[config.mk]
export PLATFORM = sky130hd
export DESIGN_NAME = irq_lowfirst_encoder
export DESIGN_NICKNAME = d
export VERILOG_FILES = /design/src/rtl/irqenc_pkg.sv /design/src/rtl/irqenc_lowfirst.sv /design/src/rtl/irqenc_wr_seq.sv /design/src/rtl/irq_lowfirst_encoder.sv
export SDC_FILE = /design/constraint.sdc
export NUM_CORES = 1
export LEC_CHECK = 0
export ABC_CLOCK_PERIOD_IN_PS = 3600
export BUFFER_PORTS_ARGS = -buffer_cell sky130_fd_sc_hd__buf_2
export CAP_MARGIN = 30
export CORE_MARGIN = 4
export CORE_UTILIZATION = 25
export CTS_CLUSTER_DIAMETER = 150
export DETAILED_ROUTE_END_ITERATION = 10
export PLACE_DENSITY = 0.56
export SETUP_SLACK_MARGIN = 0.1
export SLEW_MARGIN = 10
export SYNTH_ARGS = -nofsm -noshare
export SYNTH_HDL_FRONTEND = slang
export SYNTH_SLANG_ARGS = --single-unit
[constraint.sdc]
create_clock -name clk -period 3.6 [get_ports clk]
set_input_delay 0.72 -clock clk [delete_from_list [all_inputs] [get_ports clk]]
set_output_delay 0.72 -clock clk [all_outputs]
set_load 0.005 [all_outputs]
[src/rtl/irqenc_pkg.sv]
package irqenc_pkg;
    typedef enum logic [0:0] {
        SEQ_IDLE  = 1'b0,
        SEQ_UPPER = 1'b1
    } seq_state_t;

    localparam logic [1:0] SZ_BYTE = 2'd0;
    localparam logic [1:0] SZ_HALF = 2'd1;
    localparam logic [1:0] SZ_WORD = 2'd2;
endpackage

[src/rtl/irqenc_lowfirst.sv]
// Priority encoder: lowest set bit wins, code is (index + 1) * 4, zero if none.
module irqenc_lowfirst #(
    parameter int N     = 16,
    parameter int VEC_W = $clog2(N + 1) + 2
) (
    input  logic [N-1:0]     pend,
    output logic [VEC_W-1:0] vec_code
);
    always_comb begin
        vec_code = '0;
        for (int i = N - 1; i >= 0; i--) begin
            if (pend[i]) begin
                vec_code = VEC_W'((i + 1) * 4);
            end
        end
    end
endmodule

[src/rtl/irqenc_wr_seq.sv]
// Splits word writes into two halfword writes and maps byte writes onto lanes.
module irqenc_wr_seq
    import irqenc_pkg::*;
#(
    parameter int ADDR_W = 12
) (
    input  logic              clk,
    input  logic              rst_n,
    input  logic              req_wr,
    input  logic [ADDR_W-1:0] req_addr,
    input  logic [1:0]        req_size,
    input  logic [31:0]       req_wdata,
    output logic              wr_en,
    output logic [ADDR_W-1:0] wr_addr,
    output logic [15:0]       wr_data,
    output logic [1:0]        wr_lanes,
    output logic              busy
);
    seq_state_t        state_q, state_d;
    logic [ADDR_W-1:0] up_addr_q;
    logic [15:0]       up_data_q;
    logic [ADDR_W-1:0] req_half;

    assign req_half = {req_addr[ADDR_W-1:1], 1'b0};

    always_comb begin
        state_d = state_q;
        unique case (state_q)
            SEQ_IDLE:  if (req_wr && req_size == SZ_WORD) state_d = SEQ_UPPER;
            SEQ_UPPER: state_d = SEQ_IDLE;
        endcase
    end

    always_ff @(posedge clk or negedge rst_n) begin
        if (!rst_n) begin
            state_q   <= SEQ_IDLE;
            up_addr_q <= '0;
            up_data_q <= '0;
        end else begin
            state_q <= state_d;
            if (state_q == SEQ_IDLE && req_wr && req_size == SZ_WORD) begin
                up_addr_q <= req_half + ADDR_W'(2);
                up_data_q <= req_wdata[31:16];
            end
        end
    end

    always_comb begin
        wr_en    = 1'b0;
        wr_addr  = req_half;
        wr_data  = req_wdata[15:0];
        wr_lanes = 2'b11;
        busy     = 1'b0;
        unique case (state_q)
            SEQ_IDLE: begin
                wr_en = req_wr && (req_size != 2'd3);
                if (req_size == SZ_BYTE) begin
                    wr_data  = {req_wdata[7:0], req_wdata[7:0]};
                    wr_lanes = req_addr[0] ? 2'b10 : 2'b01;
                end
            end
            SEQ_UPPER: begin
                busy    = 1'b1;
                wr_en   = 1'b1;
                wr_addr = up_addr_q;
                wr_data = up_data_q;
            end
        endcase
    end

    AST_UPPER_ONE_CYCLE: assert property (@(posedge clk) disable iff (!rst_n)
        state_q == SEQ_UPPER |=> state_q == SEQ_IDLE);
    AST_BUSY_AFTER_WORD: assert property (@(posedge clk) disable iff (!rst_n)
        (state_q == SEQ_IDLE && req_wr && req_size == SZ_WORD) |=> busy);
endmodule

[src/rtl/irq_lowfirst_encoder.sv]
module irq_lowfirst_encoder
    import irqenc_pkg::*;
#(
    parameter int          NUM_LINES = 16,
    parameter int          ADDR_W    = 12,
    parameter logic [15:0] MASK_RST  = 16'h0010
) (
    input  logic                 clk,
    input  logic                 rst_n,
    input  logic [NUM_LINES-1:0] irq_lines,
    input  logic [ADDR_W-1:0]    bus_addr,
    input  logic [1:0]           bus_size,
    input  logic                 bus_wr,
    input  logic [31:0]          bus_wdata,
    output logic [31:0]          bus_rdata,
    output logic                 bus_busy,
    output logic                 irq_out
);
    localparam int REG_W = 16;
    localparam int LANES = REG_W / 8;
    localparam int VEC_W = $clog2(NUM_LINES + 1) + 2;
    localparam int IDX_W = $clog2(NUM_LINES);
    localparam logic [ADDR_W-1:0] OFF_VEC  = ADDR_W'(0);
    localparam logic [ADDR_W-1:0] OFF_MASK = ADDR_W'(2);

    logic [NUM_LINES-1:0] src_q;
    logic [REG_W-1:0]     mask_q;
    logic [NUM_LINES-1:0] pend;
    logic [VEC_W-1:0]     vec_code;
    logic                 wr_en;
    logic [ADDR_W-1:0]    wr_addr;
    logic [15:0]          wr_data;
    logic [1:0]           wr_lanes;
    logic [ADDR_W-1:0]    rd_half;
    logic [15:0]          rd_lo, rd_hi;
    logic                 past_ok;

    always_ff @(posedge clk or negedge rst_n) begin
        if (!rst_n) src_q <= '0;
        else        src_q <= irq_lines;
    end

    assign pend    = src_q & mask_q[NUM_LINES-1:0];
    assign irq_out = |pend;

    irqenc_lowfirst #(.N(NUM_LINES), .VEC_W(VEC_W)) u_enc (
        .pend     (pend),
        .vec_code (vec_code)
    );

    irqenc_wr_seq #(.ADDR_W(ADDR_W)) u_seq (
        .clk       (clk),
        .rst_n     (rst_n),
        .req_wr    (bus_wr),
        .req_addr  (bus_addr),
        .req_size  (bus_size),
        .req_wdata (bus_wdata),
        .wr_en     (wr_en),
        .wr_addr   (wr_addr),
        .wr_data   (wr_data),
        .wr_lanes  (wr_lanes),
        .busy      (bus_busy)
    );

    for (genvar g = 0; g < LANES; g++) begin : g_mask_lane
        always_ff @(posedge clk or negedge rst_n) begin
            if (!rst_n) begin
                mask_q[g*8 +: 8] <= MASK_RST[g*8 +: 8];
            end else if (wr_en && wr_lanes[g] && wr_addr == OFF_MASK) begin
                mask_q[g*8 +: 8] <= wr_data[g*8 +: 8];
            end
        end
    end

    function automatic logic [15:0] read_half(input logic [ADDR_W-1:0] a);
        if (a == OFF_VEC)       return 16'(vec_code);
        else if (a == OFF_MASK) return mask_q;
        else                    return 16'h0000;
    endfunction

    assign rd_half = {bus_addr[ADDR_W-1:1], 1'b0};
    assign rd_lo   = read_half(rd_half);
    assign rd_hi   = read_half(rd_half + ADDR_W'(2));

    always_comb begin
        unique case (bus_size)
            SZ_BYTE: bus_rdata = {24'h0, bus_addr[0] ? rd_lo[15:8] : rd_lo[7:0]};
            SZ_HALF: bus_rdata = {16'h0, rd_lo};
            SZ_WORD: bus_rdata = {rd_hi, rd_lo};
            default: bus_rdata = 32'h0;
        endcase
    end

    always_ff @(posedge clk or negedge rst_n) begin
        if (!rst_n) past_ok <= 1'b0;
        else        past_ok <= 1'b1;
    end

    logic [VEC_W-3:0] chk_idx;
    assign chk_idx = vec_code[VEC_W-1:2] - 1'b1;

    AST_SRC_TRACKS_LINES: assert property (@(posedge clk) disable iff (!rst_n)
        past_ok |-> src_q == $past(irq_lines));
    AST_IRQ_VS_VECTOR: assert property (@(posedge clk) disable iff (!rst_n)
        irq_out == (vec_code != '0));
    AST_VECTOR_PENDING: assert property (@(posedge clk) disable iff (!rst_n)
        (vec_code != '0) |-> (chk_idx < NUM_LINES) && pend[chk_idx[IDX_W-1:0]]);
    AST_MASK_HOLD: assert property (@(posedge clk) disable iff (!rst_n)
        !wr_en |=> $stable(mask_q));
endmodule

==> impl_results.md, run 1 <==
* Number of synthesized flops with an enable pin at 0
* Cell mode on critical path: buf_2
* TNS Setup at 0 ps
* # clock sinks at 60
* Mapped Area at 3412 um2
* Critical Path RT at 2880 ps
* Startpoint type of the worst setup path: input pin
* RSZ-0062 raised after global routing: no
* Die X at 124.8 um
* Area of the die at 15580 um2
* Antenna violations before repair at 4
* Core ar. at 13300 um2
* CP arrival at 2650 ps
* WL per Instance at 16.60 um
* #FFs+latches synth at 60
* CTS tree: yes
* CP Capture Type: primary output
* Number of global-route vias before repair at 2910
* Worst Max-Slew Pin Slew at slightly above 800 ps
* Synth top area share at 43.27%
* Drt via density at 4.797
* Bufs and invs on worst path at 3
* Slowest cell on the critical path: or3_1
* Yosys warns at 0
* Initial Util at 25.66%
* PortBufs at between 90 and 100
* GP Congestion at 0.9037
* Root Driver: clkbuf_16
* First-pass GRT wire length at 15790 um
* Async set-reset flop share out of synthesis at 100.0%
* Drt total wl at around 10000 um
* Status: finished clean
* DR pass1 iterations at 4
* Critical-path cell list: buf_2, ha_2, nand4_4, or3_1, nand4_1, a211oi_2, and3b_1, buf_12, a22o_2, buf_2
* Maximum fanout along the worst path at 16
* WS Path Type: in -> out
* Layout net count at 498
* Most frequent cells in the layout: buf_2 (98), dfrtp_1 (59), mux2_2 (42)
* Max Slew Vio Count at 0
* Drt first-iter violations at 195
* Clk slew on worst S/H paths at ~50 ps
* Fin util at 32.96%
* TritonCTS Buffers at 9
* Most common cell after layout, fill and taps aside: buf_2
* Final hold vios at 0
* Synth Net Count at between 300 and 400
* Peak VDD IR at 0.1803 mV
* Remaining Overflow, GRT at 0
* Slowest cell delay on critical path at 400 ps
* Share of layout cells above drive strength 1 at 42.86%
* Ports at 99
* Peak Freq at 297.1 MHz
* Worst slew margin at 44.54%
* DR vias at roughly 2900
* Die extent in y at around 120 um
* ANT cells at 0
* Hold crit path type: in -> async
* Final setup violation count at 0
* Post-DP HPWL at between 7000 and 8000 um
* Area leader, netlist: dfrtp_1
* Max cap viols at 0
* Sequential fraction of the synthesis area at 44.04%
* Stages on worst setup path at 10
* Clk buf depth at 2
* Postcts setup bufs at 0
* Period utilization at 93.50%
* DRT antenna net count at 0
* DRC at 0
* Tmin final at about 3400 ps
* Reg2Reg Depth at 5
* Gate Count Post-Synth at 329
* Row cnt at 42
* Largest net degree at the start of global routing at 38
* GRT Overall Usage at 13.03%
* Clock Latency Late Sink at 330 ps
* Top cells by area, synth: dfrtp_1 (43%), mux2_2 (14%), nand2_1 (4.1%), and2_4 (2.6%), o21ai_0 (2.5%)
* CP delay by family, top: simple AND/OR/NAND/NOR gates
* Area Overhead vs Synth at 28.42%
* Syn_area_per_cell at approximately 10 um2
* Distinct cells, synth at 50
* Post-synth top flop: dfrtp_1
* Skew final at 5.234 ps
* Power density over cell area at 400.8 nW/um2
* CTS H-tree lvls at 3
* Leak at 2.019 nW
-- per-stage QoR --
step	hold slack (ps)	worst slack [ps]	instances	cell area (um2)	power, mW
6_report	495.1	234.0	610	4382	1.756
5_1_grt	488.4	127.1	610	4382	1.845
4_1_cts	484.1	178.9	609	4352	1.788
3_5_place_dp	490.5	181.3	593	4089	1.014
3_3_place_gp	485.6	235.0	593	4089	1.010
2_1_floorplan	424.4	634.4	329	3412	0.9166
-- flip-flops by register name, summed over array words and instances, names as in the netlist --
name and cells:
mask_q 16, src_q 16, u_seq.state_q 1, u_seq.up_addr_q 11, u_seq.up_data_q 16
-- area by class of cell --
type                            instances  area [um2]
Timing Repair Buffer                  106       583.1
Clock inverter                          5       30.03
Tap cell                              176       220.2
Fill cell                            1366        8914
Clock buffer                           11       232.7
Multi-Input combinational cell        248        1798
Sequential cell                        60        1503
Inverter                                4       15.01
-- per-layer routing --
metal | track usage (%) | share of wire, % | up-vias
met5 | 0 | 0.40 | -
met4 | 5.293 | 2.9 | 8
met3 | 5.060 | 7.0 | 27
met2 | 20.48 | 46 | 105
met1 | 16.03 | 44 | 1379
li1 | - | - | 1407
-- synthesized netlist by cell type (all sizes together), types with 5 or more instances --
cell type	number
nor4	5
dfrtp	59
a22oi	10
and3	11
mux2	42
a31oi	6
nand4	6
and2	14
a22o	5
nor2	21
clkbuf	5
nor3	5
buf	12
xnor2	6
nand3	8
mux2i	8
nand2	37
a21oi	11
o21ai	18
-- power breakdown --
part	internal (mW)	total [mW]	switching (mW)
sequential	0.749	0.788	0.0386
clock	0.461	0.754	0.293
combinational	0.107	0.215	0.108
total	1.32	1.76	0.439
-- what timing repair did --
item                                    4_1_cts  5_1_grt
endpoints found under the hold margin         0        0
endpoints found under the setup margin        0       16
gates resized for setup                       0        2
hold buffers                                  0        0
-- path summary, 6_finish.rpt --
kind,startpoint,endpoint,slack [ps]
worst min-delay path,rst_n,u_seq.up_data_q[12]$_DFFE_PN0P_,500
min in group clk,u_seq.up_data_q[4]$_DFFE_PN0P_,u_seq.up_data_q[4]$_DFFE_PN0P_,500
worst max-delay path,bus_addr[2],bus_rdata[20],230
max in group asynchronous,rst_n,mask_q[4]$_DFFE_PN1P_,2340
worst min register to register,u_seq.up_data_q[4]$_DFFE_PN0P_,u_seq.up_data_q[4]$_DFFE_PN0P_,500
worst max register to register,u_seq.up_addr_q[7]$_DFFE_PN0P_,mask_q[13]$_DFFE_PN0P_,1680
-- cell families after synthesis --
group	after synthesis	share of synthesized area, %
and+or+nand+nor	118	19.25
adders and majority gates	4	1.467
AOI/OAI and AO/OA	66	13.13
buffers and inverters	21	3.337
xor gates and xnor gates	10	2.567
muxes	50	16.21
DFF	60	44.04
Power figures use the tool's default switching activity.
==> inputs of run 2 (changes only) <==
CTS_BUF_LIST = sky130_fd_sc_hd__clkbuf_16   (was unset)
==> run 2 against run 1 <==
Compared with the run above:
- register-to-register slack about the same
- clock skew about the same
- hold slack worse by 0.73 ps
- largest power group unchanged
- routed wire length is essentially flat
- non-clock buffer count did not move
- count of clock-buffer cells in the layout shrank 2
- largest cell class unchanged
==> impl_results.md, run 2 (synthesis gave the netlist of run 1 again) <==
* WL per Instance at 16.61 um
* Critical Path RT at 2880 ps
* Leak at 2.027 nW
* DP Cell Count at 593
* Die extent in y at 124.8 um
* Worst Max-Slew Pin Slew at about 830 ps
* Period utilization at 93.50%
* Most common cell after layout, fill and taps aside: buf_2
* Clk buf depth at 2
* GRT Overall Usage at 13.03%
* Flop pwr share at between 40 and 50%
* WS Path Type: in -> out
* Core ar. at roughly 13000 um2
* Fillers at between 1000 and 1500
* Post-Layout Cell Count at 610
* GP Congestion at around 0.9
* Largest regs: mask_q: 16 flops, src_q: 16 flops, u_seq.up_data_q: 16 flops
* Final setup violation count at 0
* Drt via density at between 4 and 5
* Clock Latency Late Sink at around 330 ps
* Postcts setup bufs at 0
* Hold crit path type: in -> async
* Layout net count at between 400 and 500
* Area Overhead vs Synth at 28.42%
* Maximum fanout along the worst path at 16
* Antenna violations before repair at 4
* Peak Freq at 297.1 MHz
* First-pass GRT wire length at 15790 um
* Sw Ratio at around 25%
* Multi-input gate area at 1798 um2
* CTS tree: yes
* Post-DP HPWL at 7947 um
* Worst slew margin at 44.61%
* Most frequent cells in the layout: buf_2 (98), dfrtp_1 (59), mux2_2 (42)
* Max Slew Vio Count at 0
* Tmin final at approximately 3400 ps
* Skew final at 5.229 ps
* DR pass1 iterations at 4
* Startpoint type of the worst setup path: input pin
* # clock sinks at 60
* Number of global-route vias before repair at 2910
* DRT antenna net count at 0
* Ports at 99
* Int Power at 1.311 mW
* RSZ-0062 raised after global routing: no
* ANT cells at 0
* Power density over cell area at between 300 and 400 nW/um2
* CP arrival at 2650 ps
* Final hold vios at 0
* Area of the die at 15580 um2
* Drt total wl at about 10000 um
* Die X at 124.8 um
* DR vias at 2922
* Clk slew on worst S/H paths at 50 ps
* FF-to-FF setup slack at about 1700 ps
* Status: finished clean
* Clk pwr share at 42.8%
* Initial Util at between 20% and 30%
* Psw at 0.4397 mW
* Row cnt at 42
* Share of layout cells above drive strength 1 at 42.86%
* DRC at 0
* TNS Setup at 0 ps
* Part of the power in combinational logic at 12.3%
* Peak VDD IR at 0.1794 mV
* Register area at between 1500 and 2000 um2
* Remaining Overflow, GRT at 0
* Largest net degree at the start of global routing at 38
* TritonCTS Buffers at 9
* Root Driver: clkbuf_16
* Drt first-iter violations at 194
* CP Capture Type: primary output
* CTS H-tree lvls at 3
* Max cap viols at 0
* PortBufs at 98
## run 2: final timing paths
| check | from | end | cells past startpoint |
|---|---|---|---|
| worst min-delay path | rst_n | u_seq.up_data_q[12]$_DFFE_PN0P_ | 1 |
| min in group clk | u_seq.up_data_q[4]$_DFFE_PN0P_ | u_seq.up_data_q[4]$_DFFE_PN0P_ | 1 |
| worst min register to register | u_seq.up_data_q[4]$_DFFE_PN0P_ | u_seq.up_data_q[4]$_DFFE_PN0P_ | 1 |
| worst max-delay path | bus_addr[2] | bus_rdata[20] | 10 |
| max in group asynchronous | rst_n | mask_q[4]$_DFFE_PN1P_ | 2 |
| worst max register to register | u_seq.up_addr_q[7]$_DFFE_PN0P_ | mask_q[13]$_DFFE_PN0P_ | 5 |
## run 2: per-layer routing
metal | up-vias | track usage, % | routed length (um)
li1 | 1407 | - | -
met1 | 1366 | 16.03 | 4402
met2 | 110 | 20.48 | 4627
met3 | 31 | 5.060 | 753
met4 | 8 | 5.293 | 306
met5 | - | 0 | 41
## run 2: cell type report
| cell class | instances | area share [%] |
|---|---|---|
| clock inverter | 7 | 0.8567 |
| inverter | 4 | 0.3427 |
| sequential | 60 | 34.29 |
| timing repair buffer | 106 | 13.31 |
| tap | 176 | 5.026 |
| clock buffer | 9 | 5.140 |
| multi-input combinational | 248 | 41.03 |
## run 2: timing repair
action | 4_1_cts | 5_1_grt
gates resized for setup | 0 | 2
endpoints found under the setup margin | 0 | 16
hold buffers | 0 | 0
endpoints found under the hold margin | 0 | 0
## run 2: stage by stage
| step | cell area [um2] | setup WS (ps) | utilization (%) | total power, mW | hold slack [ps] |
|---|---|---|---|---|---|
| 4_1_cts | 4352 | 178.9 | 32.73 | 1.783 | 484.1 |
| 5_1_grt | 4382 | 127.1 | 32.96 | 1.840 | 488.4 |
| 3_3_place_gp | 4089 | 235.0 | 30.75 | 1.010 | 485.6 |
| 2_1_floorplan | 3412 | 634.4 | - | 0.9166 | 424.4 |
| 3_5_place_dp | 4089 | 181.3 | 30.75 | 1.014 | 490.5 |
| 6_report | 4382 | 234.0 | 32.96 | 1.751 | 494.4 |
## run 2: power by group through the flow
stage,clock network (mW),logic (mW),registers [mW]
after floorplan,0,0.130,0.786
after global placement,0,0.210,0.800
after detailed placement,0,0.212,0.802
after CTS,0.778,0.213,0.791
after global routing,0.803,0.241,0.797
final,0.749,0.215,0.788
## run 2: worst max-delay path, cell delays in order
cell and delay [ps]:
buf_2 160, ha_2 270, nand4_4 170, or3_1 400, nand4_1 110, a211oi_2 80
and3b_1 200, buf_12 150, a22o_2 260, buf_2 120
